**config.mk**
```make
export PLATFORM = sky130hd
export DESIGN_NAME = audio_dma_chan
export DESIGN_NICKNAME = d
export VERILOG_FILES = /design/src/rtl/adma_pkg.sv /design/src/rtl/adma_regs.sv /design/src/rtl/adma_winfifo.sv /design/src/rtl/adma_engine.sv /design/src/rtl/audio_dma_chan.sv
export SDC_FILE = /design/constraint.sdc
export NUM_CORES = 1
export LEC_CHECK = 0
export ABC_AREA = 1
export ABC_CLOCK_PERIOD_IN_PS = 4140
export BUFFER_PORTS_ARGS = -buffer_cell sky130_fd_sc_hd__buf_4
export CAP_MARGIN = 20
export CORE_MARGIN = 2
export CORE_UTILIZATION = 55
export DETAILED_ROUTE_END_ITERATION = 12
export PLACE_DENSITY = 0.76
export SETUP_SLACK_MARGIN = 0.1
export SYNTH_ARGS = -nofsm -noshare
export SYNTH_HDL_FRONTEND = slang
export SYNTH_SLANG_ARGS = --single-unit
```
**constraint.sdc**
```tcl
create_clock -name clk -period 4.14 [get_ports clk]
set_clock_uncertainty 0.1 [all_clocks]
set_input_delay 0.828 -clock clk [delete_from_list [all_inputs] [get_ports clk]]
set_output_delay 0.828 -clock clk [all_outputs]
set_load 0.02 [all_outputs]
```
**src/rtl/adma_pkg.sv**
```systemverilog
// Shared constants and types for the descriptor-ring audio DMA channel.
// Assumes a 32-bit control word and a three-word descriptor layout.
package adma_pkg;
    localparam int CTL_LOAD = 1;
    localparam int CTL_RECV = 2;
    localparam int CTL_RT   = 3;
    localparam int CTL_ACT  = 4;
    localparam int HW_LSB   = 8;
    localparam int BEG_LSB  = 16;
    localparam int END_LSB  = 24;
    localparam int DESC_IE  = 31;

    typedef enum logic [2:0] {
        ST_IDLE, ST_DBUF, ST_DCNT, ST_DNXT, ST_XFER, ST_DONE
    } eng_st_t;
endpackage

```
**src/rtl/adma_regs.sv**
```systemverilog
// Host register file: control word, descriptor pointer, interrupt status.
// Assumes single-cycle writes; reads are combinational on addr.
module adma_regs #(
    parameter int AW = 16
) (
    input  logic          clk,
    input  logic          rst_n,
    input  logic          wr,
    input  logic [1:0]    addr,
    input  logic [31:0]   wdata,
    input  logic          irq_set,
    input  logic [AW-1:0] cur_addr,
    output logic [31:0]   rdata,
    output logic [7:0]    hw_mark,
    output logic [7:0]    beg_dw,
    output logic [7:0]    end_dw,
    output logic          recv,
    output logic [AW-1:0] desc_ptr,
    output logic          irq,
    output logic          start,
    output logic          stop
);
    import adma_pkg::*;

    logic [31:1] ctrl_q;
    logic        ctl_wr;
    logic        unused_bit0;

    assign ctl_wr      = wr && (addr == 2'd0);
    assign start       = ctl_wr && wdata[CTL_ACT];
    assign stop        = ctl_wr && !wdata[CTL_ACT];
    assign hw_mark     = ctrl_q[HW_LSB+7:HW_LSB];
    assign beg_dw      = ctrl_q[BEG_LSB+7:BEG_LSB];
    assign end_dw      = ctrl_q[END_LSB+7:END_LSB];
    assign recv        = ctrl_q[CTL_RECV];
    assign unused_bit0 = wdata[0];

    // Register updates: control write clears status, otherwise engine may set it.
    always_ff @(posedge clk) begin
        if (!rst_n) begin
            ctrl_q   <= '0;
            desc_ptr <= '0;
            irq      <= 1'b0;
        end else begin
            if (ctl_wr) begin
                ctrl_q <= wdata[31:1];
                irq    <= 1'b0;
            end else if (irq_set) begin
                irq <= 1'b1;
            end
            if (wr && addr == 2'd1) desc_ptr <= wdata[AW-1:0];
        end
    end

    // Read multiplexer.
    always_comb begin
        case (addr)
            2'd0:    rdata = {ctrl_q, irq};
            2'd1:    rdata = 32'(desc_ptr);
            2'd2:    rdata = 32'(cur_addr);
            default: rdata = '0;
        endcase
    end

    p_irq_hold_r7: assert property (@(posedge clk) disable iff (!rst_n)
        irq && !ctl_wr |=> irq);
    p_irq_clear_r7: assert property (@(posedge clk) disable iff (!rst_n)
        ctl_wr |=> !irq);
endmodule

```
**src/rtl/adma_winfifo.sv**
```systemverilog
// Sample FIFO confined to a window of shared storage given in doublewords.
// Assumes begin*4 + window size fits in DEPTH; clear empties it.
module adma_winfifo #(
    parameter int DEPTH = 32,
    localparam int PW = $clog2(DEPTH),
    localparam int LW = PW + 1
) (
    input  logic          clk,
    input  logic          rst_n,
    input  logic          clear,
    input  logic [7:0]    beg_dw,
    input  logic [7:0]    end_dw,
    input  logic          push,
    input  logic [15:0]   wdata,
    input  logic          pop,
    output logic [15:0]   rdata,
    output logic [LW-1:0] level,
    output logic          room
);
    logic [15:0]   store [DEPTH];
    logic [9:0]    base_hw, cap_raw;
    logic [LW-1:0] cap, rd_off, wr_off;
    logic [PW-1:0] ridx, widx;
    logic          push_ok, pop_ok;

    // Window size and physical indices.
    always_comb begin
        base_hw = {beg_dw, 2'b00};
        cap_raw = (end_dw > beg_dw) ? {end_dw - beg_dw, 2'b00} : 10'd0;
        cap     = (cap_raw > 10'(DEPTH)) ? LW'(DEPTH) : cap_raw[LW-1:0];
        ridx    = PW'(base_hw + 10'(rd_off));
        widx    = PW'(base_hw + 10'(wr_off));
        room    = level < cap;
        push_ok = push && room;
        pop_ok  = pop && (level != '0);
        rdata   = store[ridx];
    end

    // Pointer and occupancy bookkeeping.
    always_ff @(posedge clk) begin
        if (!rst_n || clear) begin
            rd_off <= '0;
            wr_off <= '0;
            level  <= '0;
        end else begin
            if (push_ok) wr_off <= (wr_off + 1'b1 == cap) ? '0 : wr_off + 1'b1;
            if (pop_ok)  rd_off <= (rd_off + 1'b1 == cap) ? '0 : rd_off + 1'b1;
            level <= level + LW'(push_ok) - LW'(pop_ok);
        end
    end

    // Sample storage.
    always_ff @(posedge clk) begin
        if (push_ok && !clear) store[widx] <= wdata;
    end

    p_level_cap_r11: assert property (@(posedge clk) disable iff (!rst_n)
        level <= cap);
    p_empty_pop_r11: assert property (@(posedge clk) disable iff (!rst_n)
        level == '0 && !push |=> level == '0);
endmodule

```
**src/rtl/adma_engine.sv**
```systemverilog
// Descriptor walker and halfword transfer loop with one open memory access.
// Assumes even byte counts; commands are applied once no access is open.
module adma_engine #(
    parameter int AW = 16,
    parameter int CW = 14,
    parameter int LW = 6
) (
    input  logic          clk,
    input  logic          rst_n,
    input  logic          start,
    input  logic          stop,
    input  logic [AW-1:0] desc_ptr,
    input  logic          recv,
    input  logic [7:0]    hw_mark,
    input  logic [LW-1:0] fifo_level,
    input  logic          fifo_room,
    input  logic [15:0]   fifo_rdata,
    input  logic          mem_ack,
    input  logic [31:0]   mem_rdata,
    output logic          mem_req,
    output logic          mem_we,
    output logic          mem_wide,
    output logic [AW-1:0] mem_addr,
    output logic [15:0]   mem_wdata,
    output logic          fifo_push,
    output logic          fifo_pop,
    output logic          irq_set,
    output logic [AW-1:0] cur_addr
);
    import adma_pkg::*;

    eng_st_t       st;
    logic [AW-1:0] dptr, buf_a;
    logic [CW-1:0] remain;
    logic          ie, busy_q, cmd_pend, cmd_go, dir_q;
    logic          want, apply, took, last_hw;
    logic [8:0]    lvl9;
    logic          unused_bits;

    assign unused_bits = ^mem_rdata[30:AW];
    assign lvl9        = 9'(fifo_level);
    assign last_hw     = remain <= CW'(2);
    assign cur_addr    = buf_a;
    assign mem_wdata   = fifo_rdata;

    // Request generation and address selection by state.
    always_comb begin
        want = dir_q ? (lvl9 >= {1'b0, hw_mark} && fifo_level != '0)
                     : (fifo_room && lvl9 < {1'b0, hw_mark});
        mem_req  = 1'b0;
        mem_we   = 1'b0;
        mem_wide = 1'b1;
        mem_addr = dptr;
        case (st)
            ST_DBUF: mem_req = 1'b1;
            ST_DCNT: begin mem_req = 1'b1; mem_addr = dptr + AW'(4); end
            ST_DNXT: begin mem_req = 1'b1; mem_addr = dptr + AW'(8); end
            ST_XFER: begin
                mem_req  = busy_q || want;
                mem_we   = dir_q;
                mem_wide = 1'b0;
                mem_addr = buf_a;
            end
            default: ;
        endcase
        apply     = cmd_pend && (!mem_req || mem_ack);
        took      = mem_req && mem_ack && !apply;
        fifo_push = took && st == ST_XFER && !dir_q;
        fifo_pop  = took && st == ST_XFER && dir_q;
        irq_set   = st == ST_DONE && ie && !cmd_pend;
    end

    // Sequencer: pending commands first, then descriptor and data steps.
    always_ff @(posedge clk) begin
        if (!rst_n) begin
            st       <= ST_IDLE;
            dptr     <= '0;
            buf_a    <= '0;
            remain   <= '0;
            ie       <= 1'b0;
            busy_q   <= 1'b0;
            cmd_pend <= 1'b0;
            cmd_go   <= 1'b0;
            dir_q    <= 1'b0;
        end else begin
            busy_q <= mem_req && !mem_ack;
            if (start || stop) begin
                cmd_pend <= 1'b1;
                cmd_go   <= start;
            end else if (apply) begin
                cmd_pend <= 1'b0;
            end
            if (apply) begin
                st    <= cmd_go ? ST_DBUF : ST_IDLE;
                dptr  <= desc_ptr;
                dir_q <= recv;
            end else begin
                case (st)
                    ST_DBUF: if (took) begin
                        buf_a <= mem_rdata[AW-1:0];
                        st    <= ST_DCNT;
                    end
                    ST_DCNT: if (took) begin
                        remain <= mem_rdata[CW-1:0];
                        ie     <= mem_rdata[DESC_IE];
                        st     <= ST_DNXT;
                    end
                    ST_DNXT: if (took) begin
                        dptr <= mem_rdata[AW-1:0];
                        st   <= (remain == '0) ? ST_DONE : ST_XFER;
                    end
                    ST_XFER: if (took) begin
                        buf_a  <= buf_a + AW'(2);
                        remain <= last_hw ? '0 : remain - CW'(2);
                        if (last_hw) st <= ST_DONE;
                    end
                    ST_DONE: st <= ST_DBUF;
                    default: ;
                endcase
            end
        end
    end

    p_req_hold_r2: assert property (@(posedge clk) disable iff (!rst_n)
        mem_req && !mem_ack |=> mem_req && $stable(mem_addr) && $stable(mem_we));
    p_tx_mark_r4: assert property (@(posedge clk) disable iff (!rst_n)
        fifo_push |-> lvl9 < {1'b0, hw_mark});
    p_rx_mark_r5: assert property (@(posedge clk) disable iff (!rst_n)
        fifo_pop |-> lvl9 >= {1'b0, hw_mark});
    p_stop_quiet_r9: assert property (@(posedge clk) disable iff (!rst_n)
        apply && !cmd_go |=> !mem_req);
endmodule

```
**src/rtl/audio_dma_chan.sv**
```systemverilog
// Top of the audio DMA channel: register file, descriptor engine, window FIFO.
// Assumes the codec pops in transmit and pushes in receive direction.
module audio_dma_chan #(
    parameter int AW = 16,
    parameter int CW = 14,
    parameter int FIFO_DEPTH = 32,
    localparam int LW = $clog2(FIFO_DEPTH) + 1
) (
    input  logic          clk,
    input  logic          rst_n,
    input  logic          reg_wr,
    input  logic [1:0]    reg_addr,
    input  logic [31:0]   reg_wdata,
    output logic [31:0]   reg_rdata,
    output logic          mem_req,
    output logic          mem_we,
    output logic          mem_wide,
    output logic [AW-1:0] mem_addr,
    output logic [15:0]   mem_wdata,
    input  logic          mem_ack,
    input  logic [31:0]   mem_rdata,
    input  logic          smp_pop,
    output logic [15:0]   smp_rd_data,
    input  logic          smp_push,
    input  logic [15:0]   smp_wr_data,
    output logic [LW-1:0] smp_level,
    output logic          irq
);
    logic [7:0]    hw_mark, beg_dw, end_dw;
    logic          recv, start, stop, irq_set;
    logic [AW-1:0] desc_ptr, cur_addr;
    logic          eng_push, eng_pop, f_push, f_pop, f_room;
    logic [15:0]   f_wdata, f_rdata;

    // FIFO port steering by direction.
    always_comb begin
        f_push  = recv ? smp_push : eng_push;
        f_wdata = recv ? smp_wr_data : mem_rdata[15:0];
        f_pop   = recv ? eng_pop : smp_pop;
    end
    assign smp_rd_data = f_rdata;

    adma_regs #(.AW(AW)) u_regs (
        .clk(clk), .rst_n(rst_n), .wr(reg_wr), .addr(reg_addr),
        .wdata(reg_wdata), .irq_set(irq_set), .cur_addr(cur_addr),
        .rdata(reg_rdata), .hw_mark(hw_mark), .beg_dw(beg_dw),
        .end_dw(end_dw), .recv(recv), .desc_ptr(desc_ptr), .irq(irq),
        .start(start), .stop(stop)
    );

    adma_winfifo #(.DEPTH(FIFO_DEPTH)) u_fifo (
        .clk(clk), .rst_n(rst_n), .clear(start || stop), .beg_dw(beg_dw),
        .end_dw(end_dw), .push(f_push), .wdata(f_wdata), .pop(f_pop),
        .rdata(f_rdata), .level(smp_level), .room(f_room)
    );

    adma_engine #(.AW(AW), .CW(CW), .LW(LW)) u_eng (
        .clk(clk), .rst_n(rst_n), .start(start), .stop(stop),
        .desc_ptr(desc_ptr), .recv(recv), .hw_mark(hw_mark),
        .fifo_level(smp_level), .fifo_room(f_room), .fifo_rdata(f_rdata),
        .mem_ack(mem_ack), .mem_rdata(mem_rdata), .mem_req(mem_req),
        .mem_we(mem_we), .mem_wide(mem_wide), .mem_addr(mem_addr),
        .mem_wdata(mem_wdata), .fifo_push(eng_push), .fifo_pop(eng_pop),
        .irq_set(irq_set), .cur_addr(cur_addr)
    );
endmodule

```
### Word-level counts from Yosys, hierarchy flattened

Memories as Yosys holds them, arrays and structs flattened.
Cells that the tools add are included.

* $add $sub $neg: 11
* order comparisons: 6
* eq/ne operators: 17
* mux-type cells: 35
* bitwise operators: 2
* reductions and logical operators: 46

Operator list (number)
* $pmux 32 s3: 1
* $mux 16: 5
* $pmux 16 s3: 1
* $mux 14: 3
* $pmux 16 s2: 1
* $pmux 14 s2: 1
* $logic_and 1x1->1: 18
* $mux 3: 6
* $mux 6: 3
* $add 16x2->16 const B: 1
* $add 16x3->16 const B: 1
* $add 16x4->16 const B: 1
* $ne 3x1->1 const B: 5
* $pmux 3 s5: 1
* $le 14x2->1 const B: 1
* $logic_not 14->1: 1
* $sub 14x2->14 const B: 1
* $add 6x1->6 const B: 2
* $eq 6x6->1: 2
* $reduce_bool 6->1: 2
* $mux 1: 11
* $add 5x5->5: 2
* $gt 10x6->1 const B: 1
* $mux 10: 1
* other kinds (25): 45

* bits in registers: 120
* bits in writable memories: 512
* bits of input ports: 88
* word-level logic and storage cells: 133
* memories kept: 1

Memory list
* u_fifo.store: depth 32, bits a word 16, rd ports 1, clocked after Yosys merged registers in 0, write ports 1, RTL line adma_winfifo.sv:20 `logic [15:0] store [DEPTH];`

### Depth between registers and ports, before layout

* depth in word-level cells: 21
* depth in mapped cells: 40
* gate-level depth less buffers: 39

### Hierarchy

Synthesis repeated with hierarchy kept, for this count alone.

* cell total of the unflattened synthesis: 2750
* area, all modules: 29413.2 um^2

By module, submodules not included
* adma_winfifo: times used 1, cells each 1624, area an instance 22190.0 um^2, sequential area each 15735.1 um^2
* adma_engine: times used 1, cells each 643, area an instance 4329.2 um^2, sequential area each 1081.0 um^2
* adma_regs: times used 1, cells each 424, area an instance 2627.5 um^2, sequential area each 960.9 um^2
* audio_dma_chan: times used 1, cells each 59, area an instance 266.5 um^2, sequential area each 0.0 um^2

### Worst setup path after synthesis

No wires, ideal clock.

* kind: flip-flop to flip-flop
* start: register u_regs.ctrl_q[16] in the netlist's numbering
* end: register u_fifo.level[5]
* setup time: 0.070 ns
* data arrival time: 4.306 ns
* data required time: 3.970 ns
* path slack: -0.336 ns
* stages on the path, launching flop included: 36
* clock period less this slack: 4.476 ns
* cell sequence: dfxtp_1 > ha_1 > fa_1 > inv_1 > nand2_1 > nand2_1 > nand2_1 > xnor2_1 > nand2_1 > nand2_1 > nor2_2 > nand2_1 > inv_1 > nand3_1 > ha_1 > nand2_1 > inv_1 > nand2_1 > nand3_1 > nand2_1 > nand2_2 > nand2_4 > nand3_1 > nand2_1 > nand2_1 > buf_2 > inv_1 > ha_1 > inv_1 > ha_1 > a31oi_1 > nor2_1 > o21ai_0 > nand2_1 > or2_2 > a21oi_1

* elaborated cells on any way between the ends: 25

RTL lines
* from (decl): RTL line adma_regs.sv:25 `logic [31:1] ctrl_q;`
* from (signal assigned): RTL line adma_regs.sv:46 `ctrl_q <= wdata[31:1];`
* $sub 8x8->8 or $gt 8x8->1 (tied branches): RTL line adma_winfifo.sv:29 `cap_raw = (end_dw > beg_dw) ? {end_dw - beg_dw, 2'b00} : 10'd0;`
* $mux 10 (*): RTL line adma_winfifo.sv:29
* $gt 10x6->1: RTL line adma_winfifo.sv:30 `cap = (cap_raw > 10'(DEPTH)) ? LW'(DEPTH) : cap_raw[LW-1:0];`
* $mux 6 (*): RTL line adma_winfifo.sv:30
* $lt 6x6->1 (*): RTL line adma_winfifo.sv:33 `room = level < cap;`
* $logic_and 1x1->1 (*): RTL line adma_engine.sv:49 `: (fifo_room && lvl9 < {1'b0, hw_mark});`
* $mux 1 (*): RTL line adma_engine.sv:48 `want = dir_q ? (lvl9 >= {1'b0, hw_mark} && fifo_level != '0)`
* $logic_or 1x1->1 (*): RTL line adma_engine.sv:59 `mem_req = busy_q || want;`
* [... 1 more ...]
* net mem_req: RTL line audio_dma_chan.sv:15 `output logic mem_req,`
* [... 2 more ...]
* $logic_and 1x1->1: RTL line adma_engine.sv:66 `apply = cmd_pend && (!mem_req || mem_ack);`
* $logic_not 1->1: RTL line adma_engine.sv:67 `took = mem_req && mem_ack && !apply;`
* $logic_and 1x1->1 (*): RTL line adma_engine.sv:67
* $logic_and 1x1->1 (*) (2 in series): RTL line adma_engine.sv:69 `fifo_pop = took && st == ST_XFER && dir_q;`
* $mux 1 (*): RTL line audio_dma_chan.sv:39 `f_pop = recv ? eng_pop : smp_pop;`
* $logic_and 1x1->1 (*): RTL line adma_winfifo.sv:35 `pop_ok = pop && (level != '0);`
* net u_fifo.pop_ok: RTL line adma_winfifo.sv:24 `logic push_ok, pop_ok;`
* $sub 6x1->6 (*): RTL line adma_winfifo.sv:48 `level <= level + LW'(push_ok) - LW'(pop_ok);`
* to (signal assigned): RTL line adma_winfifo.sv:48
* to (decl): RTL line adma_winfifo.sv:17 `output logic [LW-1:0] level,`

The timed path passes the listed nets; every way through them passes the cells marked *.
A chain may end at the register's enable or synchronous reset.

### Worst setup path after layout

* start: register u_regs.ctrl_q[24] in the netlist's numbering
* end: output port mem_req

* longest elaborated chain between the ends: 9
* elaborated cells on any way between the ends: 10

Ends and longest elaborated chain
* $sub 8x8->8 or $gt 8x8->1 (tied branches): RTL line adma_winfifo.sv:29
* $mux 10 (*): RTL line adma_winfifo.sv:29
* $gt 10x6->1: RTL line adma_winfifo.sv:30
* $mux 6 (*): RTL line adma_winfifo.sv:30
* $lt 6x6->1 (*): RTL line adma_winfifo.sv:33
* $logic_and 1x1->1 (*): RTL line adma_engine.sv:49
* $mux 1 (*): RTL line adma_engine.sv:48
* $logic_or 1x1->1 (*): RTL line adma_engine.sv:59
* $pmux 1 s2 (*): RTL line adma_engine.sv:54 `case (st)`
* to (decl): RTL line audio_dma_chan.sv:15

Mark *: on every way between the ends. The rest lies on a longest branch, timed or not.

==> out/results.ini <==
[timing]
max_freq_ghz = 0.2292
slew_violations = 0
rsz0062_at_grt = yes
setup-violations-final = 328
relSlewSlack = 0.3310
min_period_ns = 4.362
hold_viol = 0
period_share = 1.054
finalWorstSetupSlack_ns = -0.2223
worst_slew_pin_slew_ns = 1.002

[placed_design]
place_hpwl_um = 48270
numPortBuffers = 162
dp.cells = 3459
place_area_sq_um = 30970
dp_slack_ns = -0.1855
gp_congestion = 0.9735

[grt]
grt_max_degree = 132
grt_pass1_vias = 21180
antenna_found_initial = 0
grt-ovfl-total = 0
groute.usage.overall = 0.2980
grt_first_pass_wirelength_um = 121600
globalRouteMet3Util = 0.04856
grtUsageMet1 = 0.3868
grt_busiest_layer = met2
use_met2 = 0.4994

[die]
coreArea_sq_um = 50170
rows = 82
fp.dieH_um = 229.5
start_util = 0.5573
num_io_pins = 178
die_w_um = 229.5
dieArea_sq_um = 52650

[synthesis]
synth_area_sq_um = 27960
yosys-top-cells-count = edfxtp_1, nor2_1, o21ai_0
synth-edff-count = 512
synth.distinct_cells = 51
ys.flop_type = edfxtp_1
synth_seq_area_share = 0.6358
yosysWarnings = 0
synth_area_leaders = edfxtp_1, dfxtp_1, o21ai_0
netlist.area_leader.share = 0.5499
syn-num-nets = 2787
netlist_instances = 2659
synth.largest_area_cell = edfxtp_1
synth_seq_cells = 632
synth_most_common_cell = edfxtp_1
avgSynthCellArea_sq_um = 10.51
postSynth.asyncResetShare = 0

[power]
irDropWorstVdd_v = 0.0004514
finalPower_w = 0.01996
pwr-share-clk = 0.280
power_density_nw_per_um2 = 581.2
p_leak_nw = 12.35
p_seq_frac = 0.369
power.share.switching = 0.3568
power.switching_w = 0.007122
cell_internal_pwr_w = 0.01284
share_comb_of_total_power = 0.350

[cells_and_area]
final_core_util = 0.6845
syn_to_final_growth_pct = 22.83
finalNetCount = 3027
nFillCells = 3451
fin_area_sq_um = 34340
layoutNonFillerInstCount = 3622
drive_above_1_share = 0.2031
insertedDiodeCount = 0

[job]
cap_violations = 0

[critical_path]
ff2ff_path_depth = 35
r2r_end = u_fifo.level[4]
reg2reg_slack_ns = -0.19
worstPathArrival_ns = 3.43
endpoint_kind = output pin
cp_max_fo = 3
required_ns = 3.21
crit_path_start_kind = flip-flop
crit_type = flip-flop to output pin
r2r_start = u_regs.ctrl_q[24]

[hold_path]
hold_path_class = flip-flop to flip-flop
whs_path_depth = 2
worstHoldEndpoint = u_regs.ctrl_q[6]
hp-start = u_regs.ctrl_q[6]

[clock_tree]
cts_inserted_buffers = 61
cts_root_buf = clkbuf_16
clk_pin_slew_ns = 0.06
h-tree-depth = 2
clock_latency_ns = 0.65
cts_tree = yes
cts_sinks = 632
cts_buffer_depth = 3

[route]
remaining_drc_errors = 0
wl_per_cell_um = 22.42
ant_nets = 0
drt-initial-drc-count = 2533
dr.pass1.iters = 5
finalWirelength_um = 81190
vias = 22020
avgViaCountPerCell = 6.081

[status]
violations = negative setup slack
outcome = finished, violations left

## critical path, stage by stage (launching register included)
cell	delay [ns]
dfxtp_2	0.32
inv_2	0.05
ha_4	0.15
fa_2	0.35
inv_2	0.06
nand2_2	0.04
nand2_2	0.07
nand3b_1	0.10
nand3_1	0.09
nand2_2	0.05
nand2_1	0.05
nand2_1	0.06
nor2_2	0.14
nand2_1	0.08
inv_2	0.10
nand2_2	0.09
ha_4	0.27
nand2_2	0.05
nand2_2	0.07
nand2_4	0.06
nand3_2	0.07
nand2_2	0.05
nand2_2	0.08
nand2_4	0.06
buf_6	0.14
buf_6	0.13
## cells by family (layout without fill, tap and decap cells)
group	after synthesis	count (layout)	synth area share
compound gates	764	764	0.1636
simple gates	814	814	0.1182
fa+ha+maj	40	40	0.01897
flops	632	632	0.6358
buf+inv	380	671	0.05437
xor+xnor	29	29	0.009085
## per-layer routing
| layer | wire [um] | vias to the layer above |
|---|---|---|
| met5 | 0 | - |
| met1 | 31040 | 10590 |
| li1 | - | 10030 |
| met4 | 3784 | 0 |
| met2 | 39510 | 1195 |
| met3 | 6861 | 210 |
## power by group through the flow
stage          sequential, W  clock [W]  combinational (W)
2_1_floorplan        0.00741          0            0.00403
3_3_place_gp         0.00748          0            0.00593
3_5_place_dp         0.00748          0            0.00611
4_1_cts              0.00735    0.00562            0.00672
5_1_grt              0.00738    0.00588            0.00753
6_report             0.00737    0.00560            0.00700
## cell type report
class,instances,area (sq um),share of cell area
multi-input cells,1647,9402,0.2738
well taps,672,840.8,0.02448
clock inverters,39,371.6,0.01082
clock buffers,75,1630,0.04747
inverters,205,779.5,0.02270
repair buffers,352,3530,0.1028
flip-flops and latches,632,17790,0.5180
## repair_timing
item                       4_1_cts  5_1_grt
setup endpoints to repair      550      569
gates resized for setup        129       39
pin swaps                       40       21
hold buffers                     0        0
buffers inserted                27        5
gates cloned                    12        7
## how the worst max path moves through the flow
| stage | cells past startpoint | slack (ns) | to | start |
|---|---|---|---|---|
| floorplan | 39 | -0.13 | u_fifo.level[5] | u_regs.ctrl_q[24] |
| global placement | 38 | -0.18 | u_fifo.level[5] | u_regs.ctrl_q[24] |
| detailed placement | 38 | -0.19 | u_fifo.level[5] | u_regs.ctrl_q[24] |
| CTS | 24 | -0.20 | mem_req | u_regs.ctrl_q[24] |
| global route | 35 | -0.44 | u_fifo.level[4] | u_regs.ctrl_q[24] |
| finish | 25 | -0.22 | mem_req | u_regs.ctrl_q[24] |
## per-stage QoR
stage          hold slack [ns]  setup TNS, ns
6_report                0.3584         -12.30
2_1_floorplan           0.3231         -16.05
3_3_place_gp            0.3391        -0.6434
4_1_cts                 0.3477        -0.9079
5_1_grt                 0.3803        -116.03
3_5_place_dp            0.3461         -7.456
## sequential cells by signal, indices dropped and copies added, names as in the netlist
register and count:
u_eng.remain 14, u_eng.cur_addr 16, u_eng.busy_q 1, u_eng.dir_q 1, u_eng.ie 1, u_fifo.wr_off 6, u_fifo.store 512, u_eng.cmd_pend 1
u_eng.dptr 16, u_eng.st 3, u_fifo.rd_off 6, u_regs.irq 1, u_regs.desc_ptr 16, u_regs.ctrl_q 31, u_eng.cmd_go 1, u_fifo.level 6
## cells in the final DEF, fill, tap and decap left out, types with 15 or more instances in the layout
master,n
edfxtp_1,512
nor2_1,398
o21ai_0,371
buf_4,256
nand2_1,239
inv_1,192
o221ai_1,126
a21oi_1,115
dfxtp_1,114
nand3_1,76
clkbuf_16,72
buf_6,39
buf_12,35
o22ai_1,28
o211ai_1,25
ha_1,25
nor2_4,23
o21ai_2,20
a31oi_1,20
xor2_1,19
nand2_2,15
nor3_1,15
a31oi_2,15
Note: power is estimated with default switching activity, not from simulation.
